File: config.mk
export PLATFORM = sky130hd
export DESIGN_NAME = sram_ctrl
export DESIGN_NICKNAME = d
export VERILOG_FILES = /design/src/rtl/sram_ctrl_pkg.sv /design/src/rtl/sram_ctrl_timer.sv /design/src/rtl/sram_ctrl_pwrup.sv /design/src/rtl/sram_ctrl_rdlane.sv /design/src/rtl/sram_ctrl.sv
export SDC_FILE = /design/constraint.sdc
export NUM_CORES = 1
export LEC_CHECK = 0
export ABC_AREA = 1
export CAP_MARGIN = 20
export CORE_ASPECT_RATIO = 0.9
export CORE_MARGIN = 2
export CORE_UTILIZATION = 25
export CTS_BUF_LIST = sky130_fd_sc_hd__clkbuf_4 sky130_fd_sc_hd__clkbuf_8
export DETAILED_ROUTE_END_ITERATION = 10
export PLACE_DENSITY = 0.53
export RECOVER_POWER = 50
export SLEW_MARGIN = 10
export SYNTH_ARGS = -nofsm -noshare
export SYNTH_HDL_FRONTEND = slang
export SYNTH_SLANG_ARGS = --single-unit
export TNS_END_PERCENT = 30
File: constraint.sdc
create_clock -name clk -period 3.3 [get_ports clk]
set_input_delay 0.66 -clock clk [delete_from_list [all_inputs] [get_ports clk]]
set_output_delay 0.66 -clock clk [all_outputs]
set_load 0.03 [all_outputs]
File: src/rtl/sram_ctrl_pkg.sv
`timescale 1ns/1ps
// Shared types and cycle-rounding helpers for the static RAM controller.
// Assumes all timing inputs are positive integers in nanoseconds.
package sram_ctrl_pkg;

    typedef enum logic [2:0] {
        ST_IDLE,
        ST_TURN,
        ST_WSETUP,
        ST_WPULSE,
        ST_WHOLD,
        ST_RSETUP,
        ST_RWAIT
    } ctl_state_t;

    // Round a nanosecond bound up to whole clock cycles.
    function automatic int ns_to_cyc(input int ns, input int clk_ns);
        return (ns + clk_ns - 1) / clk_ns;
    endfunction

    function automatic int imax(input int a, input int b);
        return (a > b) ? a : b;
    endfunction

endpackage

File: src/rtl/sram_ctrl_timer.sv
`timescale 1ns/1ps
// Down-counter for the phases that last several cycles.
// Loading N-1 gives a phase of N cycles; expired marks the last one.
module sram_ctrl_timer #(
    parameter int W = 4
) (
    input  logic         clk,
    input  logic         rst_n,
    input  logic         load,
    input  logic [W-1:0] load_val,
    output logic         expired
);
    logic [W-1:0] cnt;

    // Load on phase entry, otherwise count down to zero and stop there.
    always_ff @(posedge clk) begin
        if (!rst_n)
            cnt <= '0;
        else if (load)
            cnt <= load_val;
        else if (cnt != '0)
            cnt <= cnt - 1'b1;
    end

    assign expired = (cnt == '0);
endmodule

File: src/rtl/sram_ctrl_pwrup.sv
`timescale 1ns/1ps
// Settling-time counter after reset. done rises after CYC rising edges
// and stays high until the next reset.
module sram_ctrl_pwrup #(
    parameter int CYC = 15000
) (
    input  logic clk,
    input  logic rst_n,
    output logic done
);
    localparam int W = (CYC > 1) ? $clog2(CYC + 1) : 1;
    localparam logic [W-1:0] LIMIT = W'(CYC);

    logic [W-1:0] cnt;

    // Count edges since reset and saturate at the limit.
    always_ff @(posedge clk) begin
        if (!rst_n)
            cnt <= '0;
        else if (cnt != LIMIT)
            cnt <= cnt + 1'b1;
    end

    assign done = (cnt == LIMIT);
endmodule

File: src/rtl/sram_ctrl_rdlane.sv
`timescale 1ns/1ps
// Read-data capture, one 8-bit register per byte lane. Lanes not selected
// for the read are cleared, so floating bus bits never reach rd_data.
module sram_ctrl_rdlane #(
    parameter int LANES = 2
) (
    input  logic               clk,
    input  logic               rst_n,
    input  logic               capture,
    input  logic [LANES-1:0]   lane_en,
    input  logic [8*LANES-1:0] dq_i,
    output logic [8*LANES-1:0] rd_data,
    output logic               rd_valid
);
    // One-cycle strobe in the cycle after capture.
    always_ff @(posedge clk) begin
        if (!rst_n)
            rd_valid <= 1'b0;
        else
            rd_valid <= capture;
    end

    for (genvar l = 0; l < LANES; l++) begin : g_lane
        // Take the lane from the bus when selected, zero otherwise.
        always_ff @(posedge clk) begin
            if (!rst_n)
                rd_data[8*l +: 8] <= '0;
            else if (capture)
                rd_data[8*l +: 8] <= lane_en[l] ? dq_i[8*l +: 8] : 8'h00;
        end
    end
endmodule

File: src/rtl/sram_ctrl.sv
`timescale 1ns/1ps
// Controller for an asynchronous static RAM, one word per request.
// Writes are timed by write enable and reads by output enable. Phase
// lengths are nanosecond limits rounded up to clock cycles. Assumes the
// pad ring builds the tri-state buffer from dq_o / dq_oe / dq_i, and that
// the pins settle within one clock period of the edge that sets them.
module sram_ctrl
    import sram_ctrl_pkg::*;
#(
    parameter int ADDR_W     = 19,
    parameter int DATA_W     = 16,
    parameter int CLK_NS     = 20,
    parameter int T_WC_NS    = 45,
    parameter int T_RC_NS    = 45,
    parameter int T_PWE_NS   = 35,
    parameter int T_SD_NS    = 25,
    parameter int T_AA_NS    = 45,
    parameter int T_DOE_NS   = 22,
    parameter int T_HZ_NS    = 18,
    parameter int T_PWRUP_NS = 300000
) (
    input  logic                clk,
    input  logic                rst_n,
    input  logic                req_valid,
    output logic                req_ready,
    input  logic                req_write,
    input  logic [ADDR_W-1:0]   req_addr,
    input  logic [DATA_W-1:0]   req_wdata,
    input  logic [DATA_W/8-1:0] req_be,
    output logic                rd_valid,
    output logic [DATA_W-1:0]   rd_data,
    output logic [ADDR_W-1:0]   sram_addr,
    output logic                sram_sel_n,
    output logic                sram_sel,
    output logic                sram_we_n,
    output logic                sram_oe_n,
    output logic [DATA_W/8-1:0] sram_bsel_n,
    output logic [DATA_W-1:0]   sram_dq_o,
    output logic                sram_dq_oe,
    input  logic [DATA_W-1:0]   sram_dq_i
);
    localparam int LANES   = DATA_W / 8;
    localparam int N_WE    = imax(imax(ns_to_cyc(T_PWE_NS, CLK_NS), ns_to_cyc(T_WC_NS, CLK_NS) - 2),
                                  imax(ns_to_cyc(T_SD_NS, CLK_NS) - 1, 1));
    localparam int N_RD    = imax(imax(ns_to_cyc(T_AA_NS, CLK_NS) - 1, ns_to_cyc(T_RC_NS, CLK_NS) - 1),
                                  imax(ns_to_cyc(T_DOE_NS, CLK_NS), 1));
    localparam int N_TA    = imax(ns_to_cyc(T_HZ_NS, CLK_NS), 1);
    localparam int PWR_CYC = ns_to_cyc(T_PWRUP_NS, CLK_NS);
    localparam int CNT_W   = $clog2(imax(imax(N_WE, N_RD), N_TA) + 1);

    ctl_state_t          state;
    logic [ADDR_W-1:0]   addr_q;
    logic [DATA_W-1:0]   wdata_q;
    logic [LANES-1:0]    be_q;
    logic                last_rd;
    logic                pwr_done;
    logic                accept;
    logic                tmr_load;
    logic [CNT_W-1:0]    tmr_val;
    logic                tmr_exp;
    logic                capture;
    logic                sel_act;

    sram_ctrl_pwrup #(.CYC(PWR_CYC)) u_pwrup (
        .clk   (clk),
        .rst_n (rst_n),
        .done  (pwr_done)
    );

    sram_ctrl_timer #(.W(CNT_W)) u_timer (
        .clk      (clk),
        .rst_n    (rst_n),
        .load     (tmr_load),
        .load_val (tmr_val),
        .expired  (tmr_exp)
    );

    sram_ctrl_rdlane #(.LANES(LANES)) u_rdlane (
        .clk      (clk),
        .rst_n    (rst_n),
        .capture  (capture),
        .lane_en  (be_q),
        .dq_i     (sram_dq_i),
        .rd_data  (rd_data),
        .rd_valid (rd_valid)
    );

    assign req_ready = pwr_done && (state == ST_IDLE);
    assign accept    = req_valid && req_ready;
    assign capture   = (state == ST_RWAIT) && tmr_exp;

    // Load the timer on entry to each multi-cycle phase.
    always_comb begin
        tmr_load = 1'b0;
        tmr_val  = '0;
        unique case (state)
            ST_IDLE: if (accept && req_write && last_rd) begin
                tmr_load = 1'b1;
                tmr_val  = CNT_W'(N_TA - 1);
            end
            ST_WSETUP: begin
                tmr_load = 1'b1;
                tmr_val  = CNT_W'(N_WE - 1);
            end
            ST_RSETUP: begin
                tmr_load = 1'b1;
                tmr_val  = CNT_W'(N_RD - 1);
            end
            default: ;
        endcase
    end

    // Sequence one access and hold its request fields.
    always_ff @(posedge clk) begin
        if (!rst_n) begin
            state   <= ST_IDLE;
            addr_q  <= '0;
            wdata_q <= '0;
            be_q    <= '0;
            last_rd <= 1'b0;
        end else begin
            unique case (state)
                ST_IDLE: if (accept) begin
                    addr_q  <= req_addr;
                    wdata_q <= req_wdata;
                    be_q    <= req_be;
                    last_rd <= !req_write;
                    if (!req_write)
                        state <= ST_RSETUP;
                    else if (last_rd)
                        state <= ST_TURN;
                    else
                        state <= ST_WSETUP;
                end
                ST_TURN:   if (tmr_exp) state <= ST_WSETUP;
                ST_WSETUP: state <= ST_WPULSE;
                ST_WPULSE: if (tmr_exp) state <= ST_WHOLD;
                ST_WHOLD:  state <= ST_IDLE;
                ST_RSETUP: state <= ST_RWAIT;
                ST_RWAIT:  if (tmr_exp) state <= ST_IDLE;
                default:   state <= ST_IDLE;
            endcase
        end
    end

    // Decode the memory pins from the phase and the held fields.
    always_comb begin
        sel_act     = (state == ST_WSETUP) || (state == ST_WPULSE) || (state == ST_WHOLD)
                   || (state == ST_RSETUP) || (state == ST_RWAIT);
        sram_sel_n  = !sel_act;
        sram_sel    = sel_act;
        sram_bsel_n = sel_act ? ~be_q : '1;
        sram_we_n   = (state != ST_WPULSE);
        sram_oe_n   = (state != ST_RWAIT);
        sram_dq_oe  = (state == ST_WSETUP) || (state == ST_WPULSE) || (state == ST_WHOLD);
        sram_dq_o   = wdata_q;
        sram_addr   = addr_q;
    end
endmodule

## Word-level counts from Yosys, hierarchy flattened

Cells that the tools add are included.

- Register bits after elaboration: 74
- Word-level logic and storage cells: 60

- Add/sub/neg operators: 2
- Equality and inequality tests: 14
- Mux-type cells: 15
- Bitwise gates (word level): 1
- Reduce and logical (&&, ||, !) cells: 18

Operators by type and width:

| kind | number |
|---|---|
| $pmux W3 S6 | 1 |
| $mux W8 | 2 |
| $mux W3 | 5 |
| $add A14 B1 Y14 const B | 1 |
| $eq A14 B14 Y1 const B | 1 |
| $ne A14 B14 Y1 const B | 1 |
| $eq A3 B3 Y1 const B | 3 |
| $mux W2 | 4 |
| $ne A2 B2 Y1 const B | 4 |
| $eq A3 B2 Y1 const B | 2 |
| $logic_and A1 B1 Y1 | 5 |
| $logic_or A1 B1 Y1 | 4 |
| $reduce_and A4 Y1 | 1 |
| $reduce_bool A2 Y1 | 2 |
| $eq A3 B1 Y1 const B | 1 |
| $logic_not A3 Y1 | 1 |
| $ne A3 B2 Y1 const B | 1 |
| $ne A3 B3 Y1 const B | 1 |
| $logic_not A1 Y1 | 2 |
| $logic_not A2 Y1 | 1 |
| $mux W1 | 2 |
| $not A2 Y2 | 1 |
| $pmux W1 S2 | 1 |
| $reduce_and A2 Y1 | 1 |
| 2 further kinds | 2 |

## Depth between registers and ports, before layout

- Depth in word-level cells: 8
- Gate-level depth with buffers: 14
- Gate-level depth less buffers: 12

## By module

From an unflattened synthesis, not the netlist that was laid out.

- Cells, all modules: 446
- Area total of the unflattened synthesis: 3,562.2 um^2

Modules (own cells, without submodules):

| module | instances | cells each | area an instance (um^2) | sequential area each (um^2) |
|---|---|---|---|---|
| sram_ctrl | 1 | 223 | 1,915.6 | 820.8 |
| sram_ctrl_pwrup | 1 | 132 | 835.8 | 280.3 |
| sram_ctrl_rdlane | 1 | 75 | 700.7 | 340.3 |
| sram_ctrl_timer | 1 | 16 | 110.1 | 40.0 |

## Worst setup path after synthesis

No wires, ideal clock.

- Path type: register -> output
- From: register state[2]
- To: output sram_bsel_n[0]
- Arrival time: 1.291 ns
- Required time: 2.640 ns
- Slack: 1.349 ns
- Cell stages (with the launch flop): 6
- Buffers on the path: 0
- Path through: dfxtp_1 > nor2_2 > inv_1 > nand2_1 > inv_1 > nand2_1

- Longest elaborated chain between the ends: 6
- Elaborated cells on any way between the ends: 10
- Classes of those cells: 5 x eq/ne; 1 x mux; 4 x reduce/logical

RTL lines:

| what | RTL line | text |
|---|---|---|
| start: declaration | sram_ctrl.sv:51 | `ctl_state_t state;` |
| start signal: assignment | sram_ctrl.sv:116 | `state <= ST_IDLE;` |
| start signal: assignment | sram_ctrl.sv:129 | `state <= ST_RSETUP;` |
| start signal: assignment | sram_ctrl.sv:131 | `state <= ST_TURN;` |
| $eq A3 B2 Y1 | sram_ctrl.sv:148 | `sel_act = (state == ST_WSETUP) \|\| (state == ST_WPULSE) \|\| (state == ST_WHOLD)` |
| $logic_or A1 B1 Y1 (2 in series) | sram_ctrl.sv:148 |  |
| $logic_or A1 B1 Y1 | sram_ctrl.sv:149 | `\|\| (state == ST_RSETUP) \|\| (state == ST_RWAIT);` |
| $logic_or A1 B1 Y1 (*) | sram_ctrl.sv:149 |  |
| net sram_sel | sram_ctrl.sv:34 | `output logic sram_sel,` |
| $mux W2 (*) | sram_ctrl.sv:152 | `sram_bsel_n = sel_act ? ~be_q : '1;` |
| end: declaration | sram_ctrl.sv:37 | `output logic [DATA_W/8-1:0] sram_bsel_n,` |

Mark *: on every way through the listed nets, which the timed path passes. The rest lies on a longest branch.

## Worst setup path in the final report

- From: register u_pwrup.cnt[0]
- To: output req_ready

- Longest elaborated chain between the ends: 2

RTL lines:

| what | RTL line | text |
|---|---|---|
| start: declaration | sram_ctrl_pwrup.sv:14 | `logic [W-1:0] cnt;` |
| start signal: assignment | sram_ctrl_pwrup.sv:21 | `cnt <= cnt + 1'b1;` |
| $eq A14 B14 Y1 | sram_ctrl_pwrup.sv:24 | `assign done = (cnt == LIMIT);` |
| $logic_and A1 B1 Y1 | sram_ctrl.sv:88 | `assign req_ready = pwr_done && (state == ST_IDLE);` |
| end: declaration | sram_ctrl.sv:25 | `output logic req_ready,` |

No other way between the ends.

==> summary.md <==
| Metric | Value |
|---|---|
| Crit path from | u_pwrup.cnt[0]$_SDFFE_PN0P_ |
| Synth cell types | 31 |
| Die Wd | 121 µm |
| CP endpoint kind | output pin |
| Layout area overhead | 47.5% |
| Actual slew at the worst max-slew pin | 1.39 ns |
| Antenna cell count | 0 |
| Async S/R FF share, synth | 0% |
| Largest net degree at the start of global routing | 39 |
| Top post-synthesis cells by area | dfxtp_1, nor2_1, nand2_1 |
| Final Hold Viols | 0 |
| Hold_buf cts | 0 |
| Cell depth of the worst flop-to-flop path | 12 |
| Setup Crit Path Kind | register to output pin |
| R2r endpoint | last_rd$_SDFFE_PN0P_ |
| Slew headroom | 7.25% |
| Setup-failing EPs final | 0 |
| Worst path required time | 2.64 ns |
| Synthesized Nets | 471 |
| Top-area cell type share of the netlist area | 48.3% |
| Die footprint | 13200 µm² |
| Synth cell count leaders | nor2_1, dfxtp_1, nand2_1, o21ai_0, inv_1 |
| Area of the multi-input gates | 1310 µm² |
| Slew Viols, Final | 0 |
| Synth warn | 0 |
| Layout cells sized above 1 | 6.84% |
| Max-cap violations | 0 |
| Post-route minimum period | 2.70 ns |
| GRT Overall Usage | 12.8% |
| Worst setup SP type | register |
| Clk slew on worst S/H paths | 0.07 ns |
| Status | finished clean |
| Syn Area/Cell | 7.46 µm² |
| Vias per cell | 4.30 |
| RSZ-0062 raised after global routing | no |
| Clk_lat worst skew | 0.35 ns |
| CP max stage delay | 0.68 ns |
| Seq/Total Area, Yosys | 48.3% |
| Initial antenna violation count | 0 |
| Worst Hold Class | register to register |
| I/O Pins | 117 |
| Critical Path AT | 2.04 ns |
| Fill cell count | 1245 |
| #FFs+latches synth | 74 |
| Worst Skew | 0.00695 ns |
| Via count | 2950 |
| Final setup TNS | 0 ns |
| Final wirelength | 8110 µm |
| Peak supply drop | 0.000201 V |
| Core region area | 12000 µm² |
| Vert. Die Dim | 109 µm |
| CTS Buf Count | 9 |
| Number of global-route vias before repair | 2869 |
| Mapped Area | 3070 µm² |
| Reg2Reg Launch Point | u_pwrup.cnt[0]$_SDFFE_PN0P_ |
| Synth area leader | dfxtp_1 |
| Post-CTS Setup Inserts | 0 |
| Initial Util | 25.5% |
| CTS tree | done |
| DR iter-0 viols | 91 |
| Final worst-path cycle share | 81.9% |
| RD Place Congestion | 0.764 |
| I/O Buffers | 116 |
| Cell count after synthesis | 411 |
| Worst Setup EP | req_ready |
| Sink Count | 74 |
| First-pass GRT wire length | 13300 µm |
| P per Cell Area | 481 nW/µm² |
| Drt drc | 0 |
| Primary flip-flop cell chosen by synthesis mapping | dfxtp_1 |
| Row Count | 38 |
| Worst path cell trace | inv_1, ha_1, nand2_1, inv_1, nand2_1, nor2_2, nand3_1, nor2_1, clkdlybuf4s50_1 |
| Post-layout nets | 581 |
| R2R setup slack | 1.20 ns |
| Routed wire per std cell | 11.8 µm |
| Worst path slowest cell | clkdlybuf4s50_1 |
| Htree depth | 3 |
| Antenna-violating nets left | 0 |
| DRT Pass-1 Iters | 4 |
| Final HPWL DP | 5760 µm |
| Critical-path maximum fanout | 5 |
| Grt ovf | 0 |
| Root Driver | clkbuf_8 |
| Max Root-Sink Buffers | 2 |
| Total power | 2.18 mW |
| Max Clk Rate | 370 MHz |
| Sequential Area | 1480 µm² |
| Lkg Pwr | 1.76 nW |
| CTS resizes | 0 |
| Post-synth EDFFs | 0 |
| Most numerous cell in the Yosys netlist | nor2_1 |
[where the power goes]
part | leakage (nW) | switching, mW | total (mW) | internal (mW)
clock network | 0.113 | 0.337 | 0.789 | 0.452
logic | 1.05 | 0.252 | 0.436 | 0.185
registers | 0.597 | 0.0308 | 0.950 | 0.919
total | 1.76 | 0.620 | 2.18 | 1.56
[through the flow]
| step | area [µm²] | worst slack [ns] | hold WS, ns | std cells | utilization, % |
|---|---|---|---|---|---|
| 6_report | 4520 | 0.598 | 0.482 | 686 | 37.6 |
| 4_1_cts | 4530 | 0.563 | 0.485 | 686 | 37.7 |
| 5_1_grt | 4520 | 0.384 | 0.507 | 686 | 37.6 |
| 2_1_floorplan | 3070 | 1.35 | 0.459 | 411 | - |
| 3_5_place_dp | 4310 | 0.967 | 0.473 | 670 | 35.8 |
| 3_3_place_gp | 4310 | 0.969 | 0.463 | 670 | 35.8 |
[area by class of cell]
type | instances | share of cell area, %
Clock inverter | 5 | 1.72
Tap cell | 160 | 4.43
Inverter | 36 | 3.07
Clock buffer | 11 | 3.21
Sequential cell | 74 | 32.8
Timing Repair Buffer | 118 | 25.8
Multi-Input combinational cell | 282 | 29.0
[metal layers]
| layer | up-vias | GRT usage (%) | wire length, µm |
|---|---|---|---|
| met3 | 7 | 6.17 | 688 |
| met4 | 0 | 3.74 | 105 |
| met2 | 96 | 19.5 | 3570 |
| li1 | 1537 | - | - |
| met1 | 1310 | 16.1 | 3750 |
| met5 | - | 0 | 0 |
[kinds of logic (layout without fill, tap and decap cells)]
kind of cell | count (synthesis) | count (layout) | synth area share (%)
flip-flops | 74 | 74 | 48.3
AO/OA/AOI/OAI | 81 | 81 | 13.6
AND/OR/NAND/NOR | 196 | 196 | 27.6
buffers and inverters | 55 | 170 | 8.73
XOR/XNOR | 2 | 2 | 0.572
adder cells (fa/ha/maj) | 3 | 3 | 1.22
[cell usage in the layout, fill, tap and decap left out, types with 2 or more instances in the layout]
cell type and count:
dfxtp_1 74, o21a_1 2, inv_1 32, nor2_1 87
clkinv_1 2, nand3_1 25, dlygate4sd3_1 31, nand2_1 56
clkinv_2 3, nor2_2 13, nor3_1 6, clkbuf_8 10
clkdlybuf4s50_1 84, a21oi_1 13, nand4_1 4, o21ai_1 20
o21ai_0 44, bufinv_16 2, ha_1 3
[worst max-delay path, delay by kind of cell, from the launching register on]
family / cells / cell delay, ns
buffers and inverters: 3 / 0.80
adders and majority gates: 1 / 0.14
DFF: 1 / 0.35
and+or+nand+nor: 5 / 0.40
[how the worst min path moves through the flow]
stage                                      start                           endpoint  depth (start not counted)
6_report       u_rdlane.rd_data[14]$_SDFFE_PN0P_  u_rdlane.rd_data[14]$_SDFFE_PN0P_                          2
3_5_place_dp    u_rdlane.rd_data[5]$_SDFFE_PN0P_   u_rdlane.rd_data[5]$_SDFFE_PN0P_                          2
2_1_floorplan        u_pwrup.cnt[0]$_SDFFE_PN0P_        u_pwrup.cnt[0]$_SDFFE_PN0P_                          1
3_3_place_gp           sram_addr[7]$_SDFFE_PN0P_          sram_addr[7]$_SDFFE_PN0P_                          2
5_1_grt        u_rdlane.rd_data[14]$_SDFFE_PN0P_  u_rdlane.rd_data[14]$_SDFFE_PN0P_                          2
4_1_cts         u_rdlane.rd_data[2]$_SDFFE_PN0P_   u_rdlane.rd_data[2]$_SDFFE_PN0P_                          2
[registers in the layout (all words and copies together) (netlist names)]
signal             cells
u_rdlane.rd_valid      1
u_timer.cnt            2
state                  3
sram_dq_o             16
u_rdlane.rd_data      16
sram_addr             19
u_pwrup.cnt           14
be_q                   2
last_rd                1
(Power assumes the default switching activity.)
